--- src/rtl/kp_pkg.sv ---
package kp_pkg;

    typedef enum logic [1:0] {
        KP_SCAN    = 2'd0,
        KP_CONFIRM = 2'd1,
        KP_RELEASE = 2'd2
    } kp_state_e;

    typedef logic [3:0] kp_code_t;

    // Map (row, column) to the hex code printed on the keycap.
    function automatic kp_code_t kp_code_of(input logic [1:0] r, input logic [1:0] c);
        kp_code_t v;
        case ({r, c})
            4'b00_00: v = 4'h1;
            4'b00_01: v = 4'h2;
            4'b00_10: v = 4'h3;
            4'b00_11: v = 4'hA;
            4'b01_00: v = 4'h4;
            4'b01_01: v = 4'h5;
            4'b01_10: v = 4'h6;
            4'b01_11: v = 4'hB;
            4'b10_00: v = 4'h7;
            4'b10_01: v = 4'h8;
            4'b10_10: v = 4'h9;
            4'b10_11: v = 4'hC;
            4'b11_00: v = 4'hE;
            4'b11_01: v = 4'h0;
            4'b11_10: v = 4'hF;
            default:  v = 4'hD;
        endcase
        return v;
    endfunction

endpackage

--- src/rtl/kp_tick_gen.sv ---
module kp_tick_gen #(
    parameter int TICK_DIV = 50000
) (
    input  logic clk,
    input  logic rst_n,
    output logic tick_o
);
    generate
        if (TICK_DIV <= 1) begin : g_every
            assign tick_o = 1'b1;
        end else begin : g_div
            localparam int CW = $clog2(TICK_DIV);
            localparam logic [CW-1:0] LAST = CW'(TICK_DIV - 1);
            logic [CW-1:0] cnt_d, cnt_q;

            always_comb begin
                cnt_d = (cnt_q == LAST) ? '0 : cnt_q + 1'b1;
            end

            always_ff @(posedge clk) begin
                if (!rst_n) cnt_q <= '0;
                else        cnt_q <= cnt_d;
            end

            assign tick_o = (cnt_q == LAST);

            assert_tick_spacing_R8: assert property (@(posedge clk) disable iff (!rst_n)
                tick_o |=> !tick_o);
        end
    endgenerate
endmodule

--- src/rtl/kp_key_encode.sv ---
module kp_key_encode
    import kp_pkg::*;
(
    input  logic [3:0] row_i,
    input  logic [1:0] col_idx_i,
    output logic       hit_o,
    output kp_code_t   code_o
);
    logic [1:0] row_sel;

    // Lowest-numbered active row has priority.
    always_comb begin
        row_sel = 2'd0;
        for (int i = 3; i >= 0; i--) begin
            if (row_i[i]) row_sel = 2'(i);
        end
    end

    assign hit_o  = |row_i;
    assign code_o = kp_code_of(row_sel, col_idx_i);
endmodule

--- src/rtl/kp_scan_fsm.sv ---
module kp_scan_fsm
    import kp_pkg::*;
#(
    parameter int DWELL_TICKS = 4,
    parameter int HOLD_TICKS  = 10
) (
    input  logic       clk,
    input  logic       rst_n,
    input  logic       tick_i,
    input  logic       hit_i,
    input  kp_code_t   code_i,
    output logic [1:0] col_idx_o,
    output logic [3:0] col_o,
    output kp_code_t   key_code_o,
    output logic       key_pressed_o
);
    localparam int MAXT = (DWELL_TICKS > HOLD_TICKS) ? DWELL_TICKS : HOLD_TICKS;
    localparam int TW   = (MAXT > 1) ? $clog2(MAXT) : 1;
    localparam logic [TW-1:0] DWELL_LAST = TW'(DWELL_TICKS - 1);
    localparam logic [TW-1:0] HOLD_LAST  = TW'(HOLD_TICKS - 1);

    typedef struct packed {
        kp_state_e     st;
        logic [1:0]    col;
        logic [TW-1:0] tmr;
        kp_code_t      cand;
        kp_code_t      code;
        logic          strobe;
    } scan_t;

    scan_t s_d, s_q;

    always_comb begin
        s_d        = s_q;
        s_d.strobe = 1'b0;
        if (tick_i) begin
            case (s_q.st)
                KP_SCAN: begin
                    if (hit_i) begin
                        s_d.st   = KP_CONFIRM;
                        s_d.cand = code_i;
                        s_d.tmr  = '0;
                        if (HOLD_TICKS <= 1) begin
                            s_d.st     = KP_RELEASE;
                            s_d.code   = code_i;
                            s_d.strobe = 1'b1;
                        end
                    end else if (s_q.tmr == DWELL_LAST) begin
                        s_d.col = s_q.col + 2'd1;
                        s_d.tmr = '0;
                    end else begin
                        s_d.tmr = s_q.tmr + 1'b1;
                    end
                end
                KP_CONFIRM: begin
                    if (!hit_i || code_i != s_q.cand) begin
                        s_d.st  = KP_SCAN;
                        s_d.tmr = '0;
                    end else if (s_q.tmr + 1'b1 == HOLD_LAST) begin
                        s_d.st     = KP_RELEASE;
                        s_d.code   = s_q.cand;
                        s_d.strobe = 1'b1;
                        s_d.tmr    = '0;
                    end else begin
                        s_d.tmr = s_q.tmr + 1'b1;
                    end
                end
                KP_RELEASE: begin
                    if (hit_i) begin
                        s_d.tmr = '0;
                    end else if (s_q.tmr == HOLD_LAST) begin
                        s_d.st  = KP_SCAN;
                        s_d.tmr = '0;
                    end else begin
                        s_d.tmr = s_q.tmr + 1'b1;
                    end
                end
                default: begin
                    s_d.st  = KP_SCAN;
                    s_d.tmr = '0;
                end
            endcase
        end
    end

    always_ff @(posedge clk) begin
        if (!rst_n) begin
            s_q <= '{st: KP_SCAN, col: 2'd0, tmr: '0, cand: 4'h0, code: 4'h0, strobe: 1'b0};
        end else begin
            s_q <= s_d;
        end
    end

    assign col_idx_o     = s_q.col;
    assign col_o         = 4'b0001 << s_q.col;
    assign key_code_o    = s_q.code;
    assign key_pressed_o = s_q.strobe;

    assert_col_onehot_R1: assert property (@(posedge clk) disable iff (!rst_n)
        $onehot(col_o));

    assert_strobe_single_R4: assert property (@(posedge clk) disable iff (!rst_n)
        key_pressed_o |=> !key_pressed_o);

    assert_strobe_after_hold_R5: assert property (@(posedge clk) disable iff (!rst_n)
        key_pressed_o |-> (s_q.st == KP_RELEASE && $past(s_q.st) != KP_RELEASE));

    assert_col_frozen_R6: assert property (@(posedge clk) disable iff (!rst_n)
        (s_q.st != KP_SCAN) |=> $stable(col_o));
endmodule

--- src/rtl/kp_matrix_scan.sv ---
module kp_matrix_scan
    import kp_pkg::*;
#(
    parameter int TICK_DIV    = 50000,
    parameter int DWELL_TICKS = 4,
    parameter int HOLD_TICKS  = 10
) (
    input  logic       clk,
    input  logic       rst_n,
    input  logic [3:0] row_i,
    output logic [3:0] col_o,
    output logic [3:0] key_code_o,
    output logic       key_pressed_o
);
    logic       tick;
    logic       hit;
    kp_code_t   code;
    logic [1:0] col_idx;

    kp_tick_gen #(.TICK_DIV(TICK_DIV)) u_tick (
        .clk    (clk),
        .rst_n  (rst_n),
        .tick_o (tick)
    );

    kp_key_encode u_enc (
        .row_i     (row_i),
        .col_idx_i (col_idx),
        .hit_o     (hit),
        .code_o    (code)
    );

    kp_scan_fsm #(.DWELL_TICKS(DWELL_TICKS), .HOLD_TICKS(HOLD_TICKS)) u_fsm (
        .clk           (clk),
        .rst_n         (rst_n),
        .tick_i        (tick),
        .hit_i         (hit),
        .code_i        (code),
        .col_idx_o     (col_idx),
        .col_o         (col_o),
        .key_code_o    (key_code_o),
        .key_pressed_o (key_pressed_o)
    );
endmodule

--- config.mk ---
export PLATFORM = sky130hd
export DESIGN_NAME = kp_matrix_scan
export DESIGN_NICKNAME = d
export VERILOG_FILES = /design/src/rtl/kp_pkg.sv /design/src/rtl/kp_tick_gen.sv /design/src/rtl/kp_key_encode.sv /design/src/rtl/kp_scan_fsm.sv /design/src/rtl/kp_matrix_scan.sv
export SDC_FILE = /design/constraint.sdc
export NUM_CORES = 1
export LEC_CHECK = 0
export BUFFER_PORTS_ARGS = -buffer_cell sky130_fd_sc_hd__buf_2
export CORE_ASPECT_RATIO = 1.4
export CORE_MARGIN = 2
export CORE_UTILIZATION = 40
export DETAILED_ROUTE_END_ITERATION = 16
export SYNTH_ARGS = -nofsm -noshare
export SYNTH_HDL_FRONTEND = slang
export SYNTH_SLANG_ARGS = --single-unit
--- constraint.sdc ---
create_clock -name clk -period 1.9 [get_ports clk]
set_input_delay 0.095 -clock clk [delete_from_list [all_inputs] [get_ports clk]]
set_output_delay 0.095 -clock clk [all_outputs]
set_load 0.02 [all_outputs]
# == After elaboration in Yosys (flattened, before gate mapping) ==
# Memories as Yosys holds them, arrays and structs flattened.
# Index checks and enable logic that the tools add are counted.
# word_totals
out_inout_bits,9
rom_bits,64
mem_bits_rw,0
n_memories,1
latchBits,0
reg_bits,33
inputBits,6
word_cells,56
# op_classes
div_mod_pow,0
n_mul,0
shift,1
addsub,3
n_eq_ne,11
reduce_logical,10
magnitude_cmp,0
bitwise,5
muxes,18
# mem_list
name,depth,width,rd,rd_ports_with_merged_regs,wr,line,rtl
(no name shown),16,4,1,0,0,kp_pkg.sv:14,"case ({r, c})"
# op_table
operator,n
4-bit 2-to-1 mux,6
2-bit 2-to-1 mux,9
16-bit by 1-bit adder with 16-bit output (second input constant),1
16-bit == test (second input constant),1
4-bit case mux with 3 select lines,1
4-bit == test (second input constant),2
4-bit AND reduction,2
4-bit OR reduction,2
2-bit case mux with 3 select lines,1
1-bit inverter,5
5-bit AND reduction,1
4-bit by 1-bit adder with 4-bit output (second input constant),1
4-bit by 2-bit == test with 1-bit output (second input constant),1
2-bit by 1-bit != test with 1-bit output (second input constant),2
4-bit != test,1
1-bit by 2-bit left shift with 4-bit output (first input constant),1
3-bit by 1-bit != test with 1-bit output (second input constant),1
3-bit AND reduction,1
2-bit by 1-bit adder with 2-bit output (second input constant),1
2-bit by 1-bit == test with 1-bit output (second input constant),1
2-bit == test (second input constant),1
2-bit logical NOT,1
2-bit != test (second input constant),1
2-bit OR reduction,1
other kinds (3),3

# == Depth between registers and ports, before layout ==
# An unclocked memory read counts as a cell.
# logic_depth
depth_word,9
ltp_mapped,9
mapped_depth_nobuf,8

# == Cells and area by module ==
# Synthesis repeated with hierarchy kept, for this count alone.
# unflattened
hier_cells,226
area_unflattened_um2,2059.5
# modules_own_cells
module,instances,area_each_um2,seq_area_each_um2,cells_per_inst
kp_scan_fsm,1,1051.0,340.3,118
kp_tick_gen,1,789.5,320.3,79
kp_key_encode,1,219.0,0.0,29

# == Worst setup path after synthesis ==
# OpenSTA, ideal clock, no wires.
# synth_path
kind,reg-to-reg
startpoint,register u_fsm.s_q (netlist bit u_fsm.col_idx_o[1])
endpoint,register u_fsm.s_q (netlist bit u_fsm.key_code_o[0])
required_ns,1.768
setup_slack_ns,-0.250
path_stages_with_launch,9
setup_time_ns,0.132
arrival_ns,2.018
n_path_buf,0
period_less_slack_ns,2.150
path_cell_list,dfxtp_1 > inv_1 > ha_1 > nor3b_1 > o21a_1 > or3_4 > a211o_2 > o31ai_1 > a21oi_1
# synth_via
elab_chain_len,5
# synth_rtl
item,line,rtl
start: declaration,kp_scan_fsm.sv:31,"scan_t s_d, s_q;"
start signal: assignment,kp_scan_fsm.sv:88,"s_q <= '{st: KP_SCAN, col: 2'd0, tmr: '0, cand: 4'h0, code: 4'h0, strobe: 1'b0};"
memory read 16 x 4 bit,--,
4-bit != test,kp_scan_fsm.sv:56,if (!hit_i || code_i != s_q.cand) begin
1-bit logical OR,kp_scan_fsm.sv:56,
1-bit inverter (no source line),--,
4-bit AND reduction (no source line),--,
# No other way between the ends.
# A chain may end at the register's enable or synchronous reset.

# == Worst setup path after layout ==
# layout_path
startpoint,register u_fsm.s_q (netlist bit u_fsm.col_idx_o[0])
endpoint,register u_fsm.s_q[11] (netlist bit)
# layout_via
elab_chain_len,5
# layout_rtl
item,line,rtl
memory read 16 x 4 bit,--,
4-bit != test,kp_scan_fsm.sv:56,
1-bit logical OR,kp_scan_fsm.sv:56,
4-bit 2-to-1 mux,kp_scan_fsm.sv:56,
4-bit case mux with 3 select lines,kp_scan_fsm.sv:37,case (s_q.st)
# No other way between the ends.

==> results.toml <==
[run_status]
status = "complete, but fails checks"
violations = "negative setup slack"

[yosys]
ys_warn_count = 0
synth_top_area_cell = "dfxtp_1"
yosys.area.top_type_share_pct = 32.7
synthTopCellsByArea = "dfxtp_1 (33%), nor2_1 (6.9%), ha_1 (6.2%)"
syn_area_per_cell_um2 = 8.31
synth-edff-count = 0
synth_nets = 259
netlist_area_um2 = 2020
synth_seq_cells = 33
synthArstFlopShare_pct = 0
yosysUniqueCellTypes = 52
synth_flop_cell = "dfxtp_1"
seq_area_frac_synth_pct = 32.7
syn_inst = 243

[critical_path]
r2r_start = "u_fsm.col_idx_o[0]"
r2r_cells = 10
r2r-end = "u_fsm.s_q[11]"
ff2ff_setup_slack_ns = -0.11
critPathKind = "register to register"
critical_path.endpoint = "u_fsm.s_q[11]"
startpoint_type = "register"
endpoint_kind = "register"
crit_fanout = 6
crit_start = "u_fsm.col_idx_o[0]"
worst-endpoint-arrival_ns = 2.24
cp.required_ns = 2.12

[clocking]
htree_levels = 2
cts_buffers = 5
clk_pin_slew_ns = 0.07
worstSkewPairLatency_ns = 0.28
ctsRootBufferMaster = "clkbuf_8"
tritoncts = "built"
clockBufferDepth = 2
cts_sinks = 33
postCtsHoldBufs = 0

[job]
drv_cap = 0

[die]
die-area_um2 = 5640
coreArea_um2 = 4840
die-height_um = 88.1
fp-row-count = 30
ios = 15
fp.dieW_um = 64.1
initial_core_util_pct = 41.7

[pwr]
leakagePower_nw = 1.02
fin_total_pwr_mw = 1.30
power_density_nw_per_um2 = 504
irDropWorstVdd_mv = 0.206

[grt]
globalRouteTotalUtil_pct = 18.1
antenna_found_initial = 0
grt-ovfl-total = 0
grt_pass1_vias = 1745
grt_max_degree = 13
grt_pass1_wl_mm = 7.91

[detailed_routing]
firstDrtPassIters = 4
viasPerCell = 5.26
drt-met1-wl_mm = 2.05
route.met2.wl_mm = 2.42
wl_per_cell_um = 13.4
antenna_left = 0
num_vias = 1840
wl_mm = 4.68
drcViolationCount = 0
met3WireLength_um = 117
drtIter0Drc = 68
routed.top_layer = "met4"

[cells_and_area]
syn2layout_area_growth_pct = 27.9
finalInstanceArea_um2 = 2580
fin_util_pct = 53.4
n_antenna_cell = 0
nNetsFinal = 301
stdcell_count = 350
post_route_cells_drive_above_1_share_pct = 30.4

[timing]
finalCriticalPeriod_ns = 2.01
holdWs_ns = 0.135
slew_violations = 0
rsz0062_at_grt = "yes"
tns_ns = -0.968
worst_slew_pin_slew_ns = 0.521
hold_viol = 0
clock_skew_ns = 0.00597
fin_crit_sh_pct = 106
setup_viol = 11
relSlewSlack_pct = 65.0
maxClockFrequency_ghz = 0.497
finalWorstSetupSlack_ns = -0.114

[placed_design]
place_area_um2 = 2320
gp_congestion = 0.802
hpwl_mm = 3.37
port_buffers = 14
dp_slack_ns = -0.129
dp.cells = 336

[hold_path]
hold_depth = 3
worst_hold_path_type = "primary input to register"
## cell usage in the layout, fill, tap and decap left out, types with 2 or more instances in the layout
master | synthesis | final
nor2_1 | 37 | 36
dfxtp_1 | 33 | 31
buf_4 | 6 | 30
nand2_1 | 15 | 14
buf_2 | 1 | 14
nand4_1 | 13 | 13
nand3_1 | 13 | 12
a21oi_1 | 9 | 9
inv_1 | 10 | 8
xor2_1 | 9 | 8
xnor2_1 | 7 | 7
ha_1 | 10 | 6
mux2i_1 | 5 | 5
clkbuf_8 | 0 | 5
nand2b_1 | 4 | 4
and3_1 | 5 | 4
buf_6 | 2 | 4
nor3b_1 | 4 | 3
nor4b_1 | 3 | 3
o21ai_0 | 6 | 3
nor2b_1 | 3 | 3
o31ai_2 | 0 | 3
ha_4 | 0 | 3
clkbuf_1 | 4 | 3
inv_6 | 0 | 2
o21ai_1 | 0 | 2
nand3b_1 | 2 | 2
a21o_1 | 2 | 2
o31a_1 | 2 | 2
or2_2 | 2 | 2
nor4_2 | 2 | 2
o31ai_1 | 5 | 2
nor3_1 | 2 | 2
a32oi_1 | 2 | 2
dfxtp_4 | 0 | 2
## cell usage after synthesis, types with 2 or more instances
library cell	count
inv_1	10
a31oi_1	2
xnor2_1	7
nor2b_1	3
nor3_1	2
nand4_1	13
nand3b_1	2
ha_1	10
a21oi_1	9
nand3_1	13
buf_6	2
buf_4	6
dfxtp_1	33
nor2_1	37
and3_1	5
nor3b_1	4
xor2_1	9
nand2b_1	4
or2_2	2
nand2_1	15
a32oi_1	2
o21ai_0	6
o31ai_1	5
a21o_1	2
nor4_2	2
nor4_1	2
clkbuf_1	4
mux2i_1	5
nor4b_1	3
o31a_1	2
## metal layers
metal	vias to the layer above	track usage (%)
met5	-	0
li1	941	-
met4	0	10.1
met3	6	2.70
met2	29	32.1
met1	864	20.6
## repair_timing
item / 4_1_cts / 5_1_grt
setup buffers: 3 / 3
gates resized for setup: 18 / 12
pin swaps: 4 / 8
setup endpoints to repair: 11 / 14
## report_power, final
part	switching [mW]	internal (mW)
Clock	0.255	0.260
Sequential	0.00510	0.694
Combinational	0.0537	0.0336
## state kept, by name, indices dropped and copies added, names as in the netlist
name / cells
u_fsm.key_code_o: 4
u_tick.g_div.cnt_q: 16
u_fsm.s_q: 10
u_fsm.col_idx_o: 2
u_fsm.key_pressed_o: 1
## cells by family (layout without fill, tap and decap cells)
logic type	after synthesis	after routing	share of synthesized area [%]
muxes	5	5	2.48
AOI/OAI and AO/OA	37	37	13.0
adders and majority gates	10	10	6.20
DFF	33	33	32.7
and+or+nand+nor	119	119	32.5
xor gates and xnor gates	16	16	6.94
buffers and inverters	23	66	6.20
## worst max-delay path: stages (launching register included)
cell and delay [ns]:
dfxtp_4 0.38, inv_6 0.08, ha_4 0.13, nor2b_1 0.04
o21a_1 0.19, or3_4 0.35, a211oi_4 0.30, buf_6 0.16
buf_6 0.10, a32oi_1 0.09, nor2_1 0.12
## cell type report
cell class | count | area [µm²]
inverter | 10 | 47.5
sequential | 33 | 668
fill | 457 | 2260
tap | 64 | 80.1
timing repair buffer | 48 | 340
clock buffer | 8 | 80.1
multi-input combinational | 187 | 1370
## worst min path at each step
stage               start            end  slack, ns
floorplan           rst_n  u_fsm.s_q[15]       0.24
global route        rst_n  u_fsm.s_q[15]       0.15
detailed placement  rst_n  u_fsm.s_q[15]       0.43
finish              rst_n  u_fsm.s_q[15]       0.14
global placement    rst_n  u_fsm.s_q[16]       0.42
CTS                 rst_n  u_fsm.s_q[16]       0.11
No activity file was read; power rests on OpenSTA's default activity.
